--- config.mk ---
export PLATFORM = sky130hd
export DESIGN_NAME = irq_combiner
export DESIGN_NICKNAME = d
export VERILOG_FILES = /design/src/rtl/irq_pkg.sv /design/src/rtl/irq_sync_bank.sv /design/src/rtl/irq_src_cell.sv /design/src/rtl/irq_lowest_enc.sv /design/src/rtl/irq_combiner.sv
export SDC_FILE = /design/constraint.sdc
export NUM_CORES = 1
export LEC_CHECK = 0
export BUFFER_PORTS_ARGS = -buffer_cell sky130_fd_sc_hd__buf_2
export CORE_ASPECT_RATIO = 1.5
export CORE_UTILIZATION = 58
export DETAILED_ROUTE_END_ITERATION = 10
export PLACE_DENSITY = 0.76
export SETUP_SLACK_MARGIN = 0.05
export SLEW_MARGIN = 10
export SYNTH_ARGS = -nofsm -noshare
export SYNTH_HDL_FRONTEND = slang
export SYNTH_SLANG_ARGS = --single-unit
--- constraint.sdc ---
create_clock -name clk -period 1.8 [get_ports clk]
set_input_delay 0.27 -clock clk [delete_from_list [all_inputs] [get_ports clk]]
set_output_delay 0.27 -clock clk [all_outputs]
set_load 0.01 [all_outputs]
--- src/rtl/irq_pkg.sv ---
package irq_pkg;
  // Word index of each register (byte address bits [4:2]).
  typedef enum logic [2:0] {
    RG_STATUS = 3'd0,
    RG_ENABLE = 3'd1,
    RG_SETSW  = 3'd2,
    RG_ACK    = 3'd3,
    RG_POL    = 3'd4,
    RG_EDGE   = 3'd5
  } reg_sel_e;
endpackage

--- src/rtl/irq_sync_bank.sv ---
module irq_sync_bank #(
  parameter int WIDTH = 32
) (
  input  logic             clk,
  input  logic             rst,
  input  logic [WIDTH-1:0] async_i,
  output logic [WIDTH-1:0] sync_o,
  output logic [WIDTH-1:0] prev_o
);
  logic [WIDTH-1:0] meta_q;
  logic [WIDTH-1:0] sync_q;
  logic [WIDTH-1:0] prev_q;

  always_ff @(posedge clk) begin
    if (rst) begin
      meta_q <= '0;
      sync_q <= '0;
      prev_q <= '0;
    end else begin
      meta_q <= async_i;
      sync_q <= meta_q;
      prev_q <= sync_q;
    end
  end

  assign sync_o = sync_q;
  assign prev_o = prev_q;
endmodule

--- src/rtl/irq_src_cell.sv ---
module irq_src_cell (
  input  logic clk,
  input  logic rst,
  input  logic lvl_i,
  input  logic prev_i,
  input  logic edge_sel_i,
  input  logic pol_i,
  input  logic set_i,
  input  logic clr_i,
  output logic status_o
);
  logic active;
  logic transition;
  logic hit;
  logic status_q;

  always_comb begin
    active     = pol_i ? lvl_i : ~lvl_i;
    transition = pol_i ? (lvl_i & ~prev_i) : (~lvl_i & prev_i);
    hit        = edge_sel_i ? transition : active;
  end

  always_ff @(posedge clk) begin
    if (rst)                status_q <= 1'b0;
    else if (hit || set_i)  status_q <= 1'b1;
    else if (clr_i)         status_q <= 1'b0;
  end

  assign status_o = status_q;

  AST_LEVEL_SETS: assert property (@(posedge clk) disable iff (rst)
    (!edge_sel_i && active) |=> status_q);
  AST_HOLD_UNTIL_ACK: assert property (@(posedge clk) disable iff (rst)
    (status_q && !clr_i) |=> status_q);
  AST_SET_FORCES: assert property (@(posedge clk) disable iff (rst)
    set_i |=> status_q);
  AST_ACK_CLEARS: assert property (@(posedge clk) disable iff (rst)
    (clr_i && !set_i && !hit) |=> !status_q);
endmodule

--- src/rtl/irq_lowest_enc.sv ---
module irq_lowest_enc #(
  parameter int WIDTH = 32,
  localparam int IDX_W = (WIDTH > 1) ? $clog2(WIDTH) : 1
) (
  input  logic             clk,
  input  logic             rst,
  input  logic [WIDTH-1:0] vec_i,
  output logic [IDX_W-1:0] idx_o,
  output logic             vld_o
);
  logic [IDX_W-1:0] idx_d;
  logic             vld_d;

  always_comb begin
    idx_d = '0;
    vld_d = 1'b0;
    for (int i = WIDTH - 1; i >= 0; i--) begin
      if (vec_i[i]) begin
        idx_d = IDX_W'(i);
        vld_d = 1'b1;
      end
    end
  end

  always_ff @(posedge clk) begin
    if (rst) begin
      idx_o <= '0;
      vld_o <= 1'b0;
    end else begin
      idx_o <= idx_d;
      vld_o <= vld_d;
    end
  end

  AST_VLD_FOLLOWS: assert property (@(posedge clk) disable iff (rst)
    vld_o == $past(|vec_i));
endmodule

--- src/rtl/irq_combiner.sv ---
module irq_combiner #(
  parameter int NUM_SRC = 32,
  parameter int DATA_W  = 32,
  parameter int ADDR_W  = 5,
  localparam int IDX_W  = (NUM_SRC > 1) ? $clog2(NUM_SRC) : 1
) (
  input  logic              clk,
  input  logic              rst,
  input  logic [NUM_SRC-1:0] req_i,
  input  logic              wr_en_i,
  input  logic              rd_en_i,
  input  logic [ADDR_W-1:0] addr_i,
  input  logic [DATA_W-1:0] wdata_i,
  output logic [DATA_W-1:0] rdata_o,
  output logic              irq_o,
  output logic [IDX_W-1:0]  low_idx_o,
  output logic              low_vld_o
);
  import irq_pkg::*;

  logic [NUM_SRC-1:0] sync_lvl, sync_prev;
  logic [NUM_SRC-1:0] en_q, pol_q, edge_q;
  logic [NUM_SRC-1:0] status;
  logic [NUM_SRC-1:0] set_stb, clr_stb;
  logic [NUM_SRC-1:0] pending;
  logic [NUM_SRC-1:0] wr_bits;
  logic               aligned;
  logic [2:0]         word_sel;
  logic               irq_q;

  assign aligned  = (addr_i[1:0] == 2'b00) && (addr_i >> 5 == '0);
  assign word_sel = addr_i[4:2];
  assign wr_bits  = wdata_i[NUM_SRC-1:0];

  irq_sync_bank #(.WIDTH(NUM_SRC)) u_sync (
    .clk(clk), .rst(rst), .async_i(req_i),
    .sync_o(sync_lvl), .prev_o(sync_prev)
  );

  always_comb begin
    set_stb = '0;
    clr_stb = '0;
    if (wr_en_i && aligned && word_sel == RG_SETSW) set_stb = wr_bits;
    if (wr_en_i && aligned && word_sel == RG_ACK)   clr_stb = wr_bits;
  end

  always_ff @(posedge clk) begin
    if (rst) begin
      en_q   <= '0;
      pol_q  <= '0;
      edge_q <= '0;
    end else if (wr_en_i && aligned) begin
      case (word_sel)
        RG_ENABLE: en_q   <= wr_bits;
        RG_POL:    pol_q  <= wr_bits;
        RG_EDGE:   edge_q <= wr_bits;
        default:   ;
      endcase
    end
  end

  for (genvar g = 0; g < NUM_SRC; g++) begin : g_src
    irq_src_cell u_cell (
      .clk(clk), .rst(rst),
      .lvl_i(sync_lvl[g]), .prev_i(sync_prev[g]),
      .edge_sel_i(edge_q[g]), .pol_i(pol_q[g]),
      .set_i(set_stb[g]), .clr_i(clr_stb[g]),
      .status_o(status[g])
    );
  end

  assign pending = status & en_q;

  always_ff @(posedge clk) begin
    if (rst) irq_q <= 1'b0;
    else     irq_q <= |pending;
  end
  assign irq_o = irq_q;

  irq_lowest_enc #(.WIDTH(NUM_SRC)) u_enc (
    .clk(clk), .rst(rst), .vec_i(pending),
    .idx_o(low_idx_o), .vld_o(low_vld_o)
  );

  logic [DATA_W-1:0] rd_word;
  always_comb begin
    rd_word = '0;
    if (aligned) begin
      case (word_sel)
        RG_STATUS: rd_word[NUM_SRC-1:0] = status;
        RG_ENABLE: rd_word[NUM_SRC-1:0] = en_q;
        RG_POL:    rd_word[NUM_SRC-1:0] = pol_q;
        RG_EDGE:   rd_word[NUM_SRC-1:0] = edge_q;
        default:   rd_word = '0;
      endcase
    end
  end

  always_ff @(posedge clk) begin
    if (rst)          rdata_o <= '0;
    else if (rd_en_i) rdata_o <= rd_word;
    else              rdata_o <= '0;
  end

  AST_IRQ_TRACKS: assert property (@(posedge clk) disable iff (rst)
    irq_o == $past(|(status & en_q)));
  AST_VLD_WITH_IRQ: assert property (@(posedge clk) disable iff (rst)
    low_vld_o == irq_o);
  AST_RDATA_QUIET: assert property (@(posedge clk) disable iff (rst)
    !rd_en_i |=> rdata_o == '0);
  AST_NO_DUAL_STROBE: assert property (@(posedge clk) disable iff (rst)
    !(wr_en_i && rd_en_i));
endmodule

==> summary.txt <==
htree depth -> 1
top cell type's share of synthesized area -> 52.4%
Final period util -> 92.8%
Worst path max stage delay -> 0.55 ns
Mapped Area -> 10100 um2
Synth Instances -> 1143
DR WL/cell -> 16.0 um
FF-to-FF Start -> g_src[6].u_cell.status_o$_SDFFE_PP0P_
first-pass GRT wire length -> 38700 um
Avg Vias per Cell -> 5.61
Root Driver -> clkbuf_16
Non-Filler Instances -> 1502
Critical R2R Capture -> u_enc.idx_o[3]$_SDFF_PP0_
Max FO, Critical Path -> 3
IO Count -> 112
CP cell instances -> and2_4 -> a21o_1 -> or2_0 -> or4_4 -> nor2_1
Port Buffer Count -> 111
critical path depth in cells -> 5
Slew headroom -> 38.5%
Area Overhead vs Synth -> 19.8%
RSZ-0062 raised after global routing -> false
Final Skew -> 0.00530 ns
pwr/cell area -> 985 nW/um2
RePlAce Congestion -> 0.858
Pint -> 0.00930 W
WHS Path Cells -> 2
Least-Margin Pin Slew -> 0.922 ns
Max Cap Violations -> 0
vias in the first global route -> 7996
simple-gate area share of the yosys netlist -> 19.1%
nets -> 1347
PnR worst setup slack -> 0.130 ns
Avg Inst Size Synth -> 8.80 um2
Via Count -> 8420
setup bufs post-CTS -> 0
Post-Synth XOR/XNOR Area -> 5.57%
element type at the critical path start -> flop
final hold vios -> 0
die span in y -> 163 um
Post-route DRC -> 0
largest family of logic cells by synthesized area -> compound AO/OA/AOI/OAI gates
Initial DRT Pass Iterations -> 5
maximum number of pins on one net before global-route repair -> 92
share of layout cells above drive strength 1 -> 15.0%
# rows -> 58
Ys Warns -> 0
number of antenna violations at the first check in global routing -> 2
HP Class -> in2reg
#FFs+latches synth -> 263
critical path data arrival time -> 2.12 ns
maximum clock rate -> 599 MHz
met2 WL post-DR -> 12400 um
reported leakage power -> 4.73 nW
mux contribution to synthesized area -> 0%
max layer used -> met4
fraction of the mapped netlist area in adder cells -> 0%
Clk pin slew, worst setup/hold paths -> 0.06 ns
top_reg_cell synth -> dfxtp_1
distinct cell type count after synthesis -> 38
NetSw -> 0.00257 W
min cycle time layout -> 1.67 ns
Sequential Power Share -> 51.3%
Critical path origin -> g_src[6].u_cell.status_o$_SDFFE_PP0P_
crit end category -> flop
Synth area leader -> dfxtp_1
die area -> 17900 um2
most common cell in the netlist -> dfxtp_1
CP required -> 2.25 ns
Comb pwr share -> 5.8%
remaining global-route overflow -> 0
Compound-Gate Fraction of Synth Area -> 20.0%
Die X -> 110 um
crit path kind -> reg2reg
CP endpoint -> u_enc.idx_o[3]$_SDFF_PP0_
drt total wl -> 24100 um
switching share of power -> 21.6%
Place WS -> 0.141 ns
Seq/Total Area, Yosys -> 52.4%
DP Cell Count -> 1426
family with the most delay on the worst path -> simple AND/OR/NAND/NOR gates
CTS tree -> yes
WL met1 -> 9730 um
Synth area leaders -> dfxtp_1 (52%), a21oi_1 (9.8%), nand2_1 (8.4%), nor2b_1 (6.0%), a22oi_1 (5.3%)
Core ar. -> 16800 um2
Worst Path Buf+Inv -> 0
Clk pwr share -> 42.9%
top cells by count, synth -> dfxtp_1 (263), nand2_1 (224), a21oi_1 (196), nor2b_1 (96), a22oi_1 (71)
Mapped Nets -> 1216
clock sinks -> 263
Min Hold Slack -> 0.0250 ns
Async SR Flop Fraction -> 0%
ANT nets after route -> 0
Max Slew Vio Count -> 0
Num CTS Buffers -> 24
Post-synth EDFFs -> 0
Register-to-Register Path Depth -> 5
final number of setup-violating endpoints -> 0
Crit-path slowest cell -> or4_4
TNS Setup -> 0 ns
Util after Layout -> 71.6%
Initial Util -> 59.7%
met3 wire length -> 1260 um
Total GRT Usage -> 27.4%
DPL Wire Length -> 15900 um
Reg2Reg Setup Slack -> 0.13 ns
CTS Buffer Depth -> 3
Iteration-0 DRC Markers -> 498
status -> completed
worst ir drop on vdd -> 0.000820 V
later-pin clock latency in the skew report -> 0.51 ns
## worst register-to-register path, delay by kind of cell (launching register included)
kind            cells  cell delay [ns]
compound gates      1             0.17
flops               1             0.33
simple gates        4             1.11
## cell usage in the layout (no fill, tap or decap), types with 2 or more instances in the layout
cell           instances
clkbuf_1               4
buf_2                110
a22oi_1               71
a22o_1                 5
and3b_1                2
a31oi_1                2
dfxtp_1              263
nor2b_1               96
nor3_2                 2
clkbuf_8               8
o2111ai_1              2
nor2_1                37
a21oi_1              196
and2_1                 3
a21o_1                33
xor2_1                32
buf_12                 3
a32o_1                 4
buf_4                 32
o21ai_0                3
nand3_1               35
a32oi_1                2
nor3b_4                2
clkbuf_16             25
xnor2_1               32
nand2_1              224
a211oi_1               2
dlygate4sd3_1         32
and2_0                 2
clkinv_2               2
o211ai_1               3
diode_2                2
a221oi_1               2
## per-stage QoR
step                      cell area (um2)  total power, W
after global routing                12000          0.0123
final                               12000          0.0119
after floorplan                     10100         0.00656
after CTS                           12000          0.0120
after detailed placement            10900         0.00684
after global placement              10900         0.00682
## layout make-up
class / instances / area (um2)
sequential: 263 / 5270
fill: 1301 / 4790
multi-input combinational: 807 / 4530
timing repair buffer: 178 / 1180
clock buffer: 37 / 751
tap: 210 / 263
clock inverter: 5 / 56.3
antenna: 2 / 5.00
## worst min path at each step
stage,start,end
floorplan,req_i[0],u_sync.meta_q[0]$_SDFF_PP0_
global placement,u_sync.meta_q[25]$_SDFF_PP0_,u_sync.sync_o[25]$_SDFF_PP0_
detailed placement,u_sync.meta_q[15]$_SDFF_PP0_,u_sync.sync_o[15]$_SDFF_PP0_
global route,wdata_i[29],edge_q[29]$_SDFFE_PP0P_
finish,req_i[5],u_sync.meta_q[5]$_SDFF_PP0_
CTS,wdata_i[10],edge_q[10]$_SDFFE_PP0P_
## flip-flops by register name (all words and copies together) (netlist names)
signal	cells
edge_q	32
en_q	32
g_src.u_cell.status_o	32
pol_q	32
rdata_o	32
u_sync.meta_q	32
u_sync.prev_o	32
u_sync.sync_o	32
u_enc.idx_o	5
irq_o	1
u_enc.vld_o	1
## repair_timing
action / in CTS / in global routing
hold endpoints to repair: 32 / 0
gates resized for setup: 0 / 2
hold buffers: 32 / 0
endpoints found under the setup margin: 0 / 2
## metal layers
metal / global-route usage [%] / vias up
met2: 49.2 / 267
met1: 32.4 / 3939
met4: 10.3 / 0
met5: 0 / -
li1: - / 4152
met3: 3.87 / 62
## power by group through the flow
stage          Combinational (W)  Sequential (W)  Clock (W)
2_1_floorplan           0.000374         0.00619          0
3_3_place_gp            0.000615         0.00621          0
3_5_place_dp            0.000626         0.00621          0
4_1_cts                 0.000683         0.00608    0.00520
5_1_grt                 0.000752         0.00610    0.00544
6_report                0.000686         0.00609    0.00509
## logic make-up after synthesis
| group | after synthesis |
|---|---|
| simple gates | 413 |
| xor+xnor | 64 |
| compound gates | 330 |
| buf+inv | 73 |
| flops | 263 |
Note: power is estimated with default switching activity, not from simulation.
